[src/rtl/serial_tx_pkg.sv]
package serial_tx_pkg;
  localparam int DATA_W    = 8;
  localparam int BIT_TICKS = 16;

  // line control word positions
  localparam int LC_BREAK    = 0;
  localparam int LC_PAR_ON   = 1;
  localparam int LC_PAR_EVEN = 2;
  localparam int LC_TWO_STOP = 3;
  localparam int LC_WL_LO    = 5;
  localparam int LC_WL_HI    = 6;

  // status word positions
  localparam int FL_BUSY  = 3;
  localparam int FL_FULL  = 5;
  localparam int FL_EMPTY = 7;

  typedef enum logic [2:0] {
    ST_IDLE,
    ST_START,
    ST_DATA,
    ST_PARITY,
    ST_STOP
  } tx_state_e;

  typedef struct packed {
    logic [1:0] wl;
    logic       par_on;
    logic       par_even;
    logic       two_stop;
  } frame_fmt_t;

  function automatic logic [DATA_W-1:0] wl_mask(input logic [1:0] wl);
    logic [DATA_W-1:0] m;
    for (int i = 0; i < DATA_W; i++) m[i] = (i < int'(wl) + 5);
    return m;
  endfunction
endpackage

[src/rtl/stx_fifo.sv]
module stx_fifo #(
  parameter int DEPTH = 16,
  parameter int W     = 8
) (
  input  logic         clk,
  input  logic         rst_n,
  input  logic         push,
  input  logic [W-1:0] wdata,
  input  logic         pop,
  output logic [W-1:0] rdata,
  output logic         full,
  output logic         empty
);
  localparam int AW = (DEPTH > 1) ? $clog2(DEPTH) : 1;
  localparam int CW = $clog2(DEPTH + 1);
  localparam logic [AW-1:0] LAST = AW'(DEPTH - 1);

  logic [W-1:0]  mem [DEPTH];
  logic [AW-1:0] wptr, rptr;
  logic [CW-1:0] count;

  assign full  = (count == CW'(DEPTH));
  assign empty = (count == '0);
  assign rdata = mem[rptr];

  always_ff @(posedge clk) begin
    if (push) mem[wptr] <= wdata;
  end

  always_ff @(posedge clk) begin
    if (!rst_n) begin
      wptr  <= '0;
      rptr  <= '0;
      count <= '0;
    end else begin
      if (push) wptr <= (wptr == LAST) ? '0 : wptr + 1'b1;
      if (pop)  rptr <= (rptr == LAST) ? '0 : rptr + 1'b1;
      case ({push, pop})
        2'b10:   count <= count + 1'b1;
        2'b01:   count <= count - 1'b1;
        default: count <= count;
      endcase
    end
  end
endmodule

[src/rtl/stx_framer.sv]
module stx_framer
  import serial_tx_pkg::*;
#(
  parameter int W = DATA_W
) (
  input  logic         clk,
  input  logic         rst_n,
  input  logic         en,
  input  logic         tick,
  input  logic         avail,
  input  logic [W-1:0] data,
  input  frame_fmt_t   fmt,
  output logic         pop,
  output logic         active,
  output logic         line_bit
);
  localparam int TW = $clog2(BIT_TICKS);
  localparam int IW = (W > 1) ? $clog2(W) : 1;
  localparam logic [TW-1:0] TICK_LAST = TW'(BIT_TICKS - 1);

  tx_state_e     state;
  logic [TW-1:0] tcnt;
  logic [IW-1:0] bidx, last_idx;
  logic [W-1:0]  shreg;
  logic          pbit, par_on, two_stop, second_stop;
  logic          bit_done;

  assign pop      = (state == ST_IDLE) && en && avail;
  assign active   = (state != ST_IDLE);
  assign bit_done = en && tick && (tcnt == TICK_LAST);

  always_comb begin
    case (state)
      ST_START:  line_bit = 1'b0;
      ST_DATA:   line_bit = shreg[0];
      ST_PARITY: line_bit = pbit;
      default:   line_bit = 1'b1;
    endcase
  end

  always_ff @(posedge clk) begin
    if (!rst_n) begin
      state       <= ST_IDLE;
      tcnt        <= '0;
      bidx        <= '0;
      last_idx    <= '0;
      shreg       <= '0;
      pbit        <= 1'b0;
      par_on      <= 1'b0;
      two_stop    <= 1'b0;
      second_stop <= 1'b0;
    end else if (state == ST_IDLE) begin
      if (pop) begin
        shreg    <= data;
        last_idx <= IW'(int'(fmt.wl) + 4);
        par_on   <= fmt.par_on;
        two_stop <= fmt.two_stop;
        pbit     <= (^(data & wl_mask(fmt.wl))) ~^ fmt.par_even;
        tcnt     <= '0;
        state    <= ST_START;
      end
    end else if (en && tick) begin
      tcnt <= bit_done ? '0 : tcnt + 1'b1;
      if (bit_done) begin
        case (state)
          ST_START: begin
            bidx  <= '0;
            state <= ST_DATA;
          end
          ST_DATA: begin
            shreg <= shreg >> 1;
            if (bidx == last_idx) begin
              second_stop <= 1'b0;
              state       <= par_on ? ST_PARITY : ST_STOP;
            end else begin
              bidx <= bidx + 1'b1;
            end
          end
          ST_PARITY: begin
            second_stop <= 1'b0;
            state       <= ST_STOP;
          end
          ST_STOP: begin
            if (two_stop && !second_stop) second_stop <= 1'b1;
            else                          state       <= ST_IDLE;
          end
          default: state <= ST_IDLE;
        endcase
      end
    end
  end
endmodule

[src/rtl/stx_line_drive.sv]
module stx_line_drive (
  input  logic clk,
  input  logic rst_n,
  input  logic en,
  input  logic brk,
  input  logic line_bit,
  output logic txd
);
  always_ff @(posedge clk) begin
    if (!rst_n)   txd <= 1'b1;
    else if (!en) txd <= 1'b1;
    else if (brk) txd <= 1'b0;
    else          txd <= line_bit;
  end
endmodule

[src/rtl/serial_tx_engine.sv]
module serial_tx_engine
  import serial_tx_pkg::*;
#(
  parameter int DEPTH = 16
) (
  input  logic              clk,
  input  logic              rst_n,
  input  logic              tick16,
  input  logic              en,
  input  logic [7:0]        line_ctl,
  input  logic              in_valid,
  output logic              in_ready,
  input  logic [DATA_W-1:0] in_data,
  output logic              txd,
  output logic [7:0]        flags,
  output logic              tx_irq
);
  logic              q_full, q_empty, q_pop, eng_active, eng_bit;
  logic [DATA_W-1:0] q_data;
  frame_fmt_t        fmt;
  logic              unused_ctl_bits;

  assign unused_ctl_bits = line_ctl[4] ^ line_ctl[7];

  assign fmt.wl       = line_ctl[LC_WL_HI:LC_WL_LO];
  assign fmt.par_on   = line_ctl[LC_PAR_ON];
  assign fmt.par_even = line_ctl[LC_PAR_EVEN];
  assign fmt.two_stop = line_ctl[LC_TWO_STOP];

  assign in_ready = !q_full;
  assign tx_irq   = en && !q_full;

  always_comb begin
    flags           = '0;
    flags[FL_BUSY]  = eng_active || !q_empty;
    flags[FL_FULL]  = q_full;
    flags[FL_EMPTY] = q_empty;
  end

  stx_fifo #(.DEPTH(DEPTH), .W(DATA_W)) u_fifo (
    .clk   (clk),
    .rst_n (rst_n),
    .push  (in_valid && !q_full),
    .wdata (in_data),
    .pop   (q_pop),
    .rdata (q_data),
    .full  (q_full),
    .empty (q_empty)
  );

  stx_framer #(.W(DATA_W)) u_framer (
    .clk      (clk),
    .rst_n    (rst_n),
    .en       (en),
    .tick     (tick16),
    .avail    (!q_empty),
    .data     (q_data),
    .fmt      (fmt),
    .pop      (q_pop),
    .active   (eng_active),
    .line_bit (eng_bit)
  );

  stx_line_drive u_drive (
    .clk      (clk),
    .rst_n    (rst_n),
    .en       (en),
    .brk      (line_ctl[LC_BREAK]),
    .line_bit (eng_bit),
    .txd      (txd)
  );
endmodule

[config.mk]
export PLATFORM = sky130hd
export DESIGN_NAME = serial_tx_engine
export DESIGN_NICKNAME = d
export VERILOG_FILES = /design/src/rtl/serial_tx_pkg.sv /design/src/rtl/stx_fifo.sv /design/src/rtl/stx_framer.sv /design/src/rtl/stx_line_drive.sv /design/src/rtl/serial_tx_engine.sv
export SDC_FILE = /design/constraint.sdc
export NUM_CORES = 1
export LEC_CHECK = 0
export BUFFER_PORTS_ARGS = -buffer_cell sky130_fd_sc_hd__buf_2
export CAP_MARGIN = 40
export CORE_UTILIZATION = 50
export CTS_CLUSTER_DIAMETER = 30
export DETAILED_ROUTE_END_ITERATION = 10
export PLACE_DENSITY_LB_ADDON = 0.08
export SYNTH_ARGS = -nofsm -noshare
export SYNTH_HDL_FRONTEND = slang
export SYNTH_SLANG_ARGS = --single-unit
[constraint.sdc]
create_clock -name clk -period 3.62 [get_ports clk]
set_input_delay 0 -clock clk [delete_from_list [all_inputs] [get_ports clk]]
set_output_delay 0 -clock clk [all_outputs]
set_load 0.02 [all_outputs]
==> out/results.tsv <==
metric	value	unit
Fill cells	1102	
PortBufs	24	
total gr overflow	0	
top cells by count, synth	edfxtp_1 (128), nand2_1 (45), dfxtp_1 (43)	
Setup CP Type	flip-flop to flip-flop	
setup TNS	0	ps
Initial DRC Count	247	
final slew viol count	0	
gr usage total	0.204	
sequential-to-total area share from yosys stat	0.645	
post-synthesis compound-gate area fraction	0.0818	
Peak VDD IR	0.000412	V
Synth Cell Area	0.00730	sq mm
Area Growth Syn to Fin	13.5	%
Synth cell types	55	
per-cell routed wire length	18.8	microns
diodes inserted	0	
Routed Antenna Nets	0	
DRT Pass-1 Iters	4	
CP max stage delay	460	ps
Worst slew margin	0.453	
Worst EP required	3930	ps
fin nets	579	
# clock sinks	171	
Static Leak	2.78	nW
Reg clk slew, reported paths	60	ps
status	completed	
Simple-Gate Fraction of Synth Area	0.0797	
pwr dens	686	mW/mm^2
largest net degree at the start of global routing	40	
GP Congestion	0.850	
number of flops mapped to enable cells by yosys	128	
syn_area_per_cell	14.7	sq um
vias in the first global route	4095	
HP Class	primary input to flip-flop	
Setup Fix Bufs, Post-CTS	0	
Initial Util	0.520	
xor/xnor share of the synthesized area	0.0261	
number of gates resized after cts	0	
top-count cell post-synth	edfxtp_1	
worst-path maximum fanout	7	
Syn Inst Count	498	
Post-Synth Adder-Cell Area	0.0171	
Max Root-Sink Buffers	2	
startpoint types	flip-flop	
std cell rows	43	
Inserted Clock Buffers	17	
Cell Chain, Critical Path	nor4_1 > nand2_1 > and2_1 > inv_1 > ha_1 > xor2_1 > ha_1 > a21oi_1 > o22ai_1 > a222oi_1 > nor2_1 > xnor2_1 > and2_1	
worst slew pin tran	819	ps
clk_lat worst skew	420	ps
# setup viols final	0	
first-pass GRT wire length	22100	microns
# DRC	0	
vias per cell	5.63	
Ports	32	
top cell type's share of synthesized area	0.527	
fmax	0.317	GHz
Core Box Area	0.0140	sq mm
Layout Skew	9.58	ps
DIE AREA	0.0151	sq mm
Worst EP arrival	3470	ps
final period utilization	0.872	
Root Buffer	clkbuf_16	
Ys Warns	0	
Hold Vio Cnt, Final	0	
maxcap violations	0	
CP max-delay cell	nor4_1	
Synth area leader	edfxtp_1	
die height	123	microns
via count	4173	
fin crit period	3160	ps
Util after Layout	0.590	
initial antenna violation count	0	
post-synthesis mux area share	0.111	
ys async rst share	0	
H-Tree Depth	4	
combinational family with the most area after synthesis	multiplexers	
routed wire length	14000	microns
CTS tree	yes	
largest cells by area after synthesis	edfxtp_1 (53%), dfxtp_1 (12%), mux4_2 (7.7%)	
Post-DP HPWL	9440	microns
chip width	123	microns
Worst setup EP type	flip-flop	
dominant synthesized flop cell	edfxtp_1	
layout cells sized above 1	0.173	
unrepaired setup endpoints after global routing	no	
Seq cells post-synth	171	
[path summary, 6_finish.rpt]
path / from / endpoint / slack [ps] / depth (start not counted)
setup / recovery: u_fifo.count[0] / u_fifo.count[4] / 460 / 13
hold / removal: in_valid / u_fifo.wptr[1] / 100 / 4
setup reg to reg: u_fifo.count[0] / u_fifo.count[4] / 460 / 13
hold reg to reg: u_framer.shreg[1] / u_framer.shreg[1] / 450 / 2
[sequential cells by signal, indices dropped and copies added, names as in the netlist, named ones only]
register and count:
u_framer.shreg 8, u_fifo.wptr 4, u_framer.second_stop 1, u_framer.tcnt 4
u_drive.txd 1, u_framer.par_on 1, u_framer.bidx 3, u_framer.two_stop 1
u_fifo.mem 128, u_framer.last_idx 3, u_framer.pbit 1, u_fifo.rptr 4
u_framer.state 3, u_fifo.count 5
[power by group]
part	internal (W)	leakage (nW)	switching [W]
Clock	0.000952	0.261	0.000751
Sequential	0.00225	1.51	0.000152
Combinational	0.000762	1.01	0.000815
Total	0.00397	2.78	0.00172
[per-stage QoR]
step | worst slack [ps] | cell area [sq um] | hold slack, ps | instances | total power, W
floorplan | 607 | 7310 | 98.9 | 502 | 0.00371
global placement | 596 | 7520 | 224 | 685 | 0.00399
detailed placement | 500 | 7580 | 227 | 694 | 0.00402
CTS | 479 | 8280 | 86.2 | 741 | 0.00574
global route | 262 | 8280 | 137 | 741 | 0.00599
finish | 464 | 8280 | 102 | 741 | 0.00568
[kinds of logic (layout without fill, tap and decap cells)]
kind of cell	after synthesis	count (layout)
other cells	1	5
compound gates	85	85
buf+inv	46	105
xor+xnor	17	17
flops	171	171
fa+ha+maj	10	10
mux	45	45
simple gates	123	123
[layout by cell type, fill, tap and decap left out, types with 4 or more instances in the layout]
cell type	n
nor2_1	27
o21ai_0	15
clkbuf_16	17
mux2i_1	17
or3_1	6
buf_2	24
mux4_2	25
nand3_1	5
buf_4	17
a221oi_1	6
a21boi_0	7
nor3_1	8
conb_1	5
o221ai_1	7
o21a_1	4
inv_6	4
nand2_1	45
a311oi_1	5
dfxtp_1	42
and2_1	11
ha_1	10
a21oi_1	11
dlygate4sd3_1	15
a21boi_1	12
xnor2_1	11
inv_1	15
edfxtp_1	128
a22oi_1	5
nor2b_1	9
[area by class of cell]
type	count	area, sq um	area share
Inverter	16	60.1	0.00725
Multi-Input combinational cell	285	2320	0.281
Sequential cell	171	4710	0.568
Tap cell	180	225	0.0272
Clock buffer	19	433	0.0523
Timing Repair Buffer	57	418	0.0504
Clock inverter	13	118	0.0142
[worst max-delay path: cells and delay by family (launching register included)]
kind	cells	cell delay, ps
xor gates and xnor gates	2	220
adders and majority gates	2	460
AOI/OAI and AO/OA	3	760
DFF	1	360
and+or+nand+nor	5	1090
buffers and inverters	1	170
[per-layer routing]
metal | vias up | track usage | share of wire
met1 | 2075 | 0.267 | 0.45
li1 | 1989 | - | -
met3 | 13 | 0.0469 | 0.043
met2 | 96 | 0.341 | 0.50
met4 | 0 | 0.0610 | 0.010
met5 | - | 0 | 0
[what timing repair did]
item,in CTS,in global routing
endpoints found under the hold margin,134,0
setup endpoints to repair,0,0
hold buffers,15,0
(Power assumes the default switching activity.)
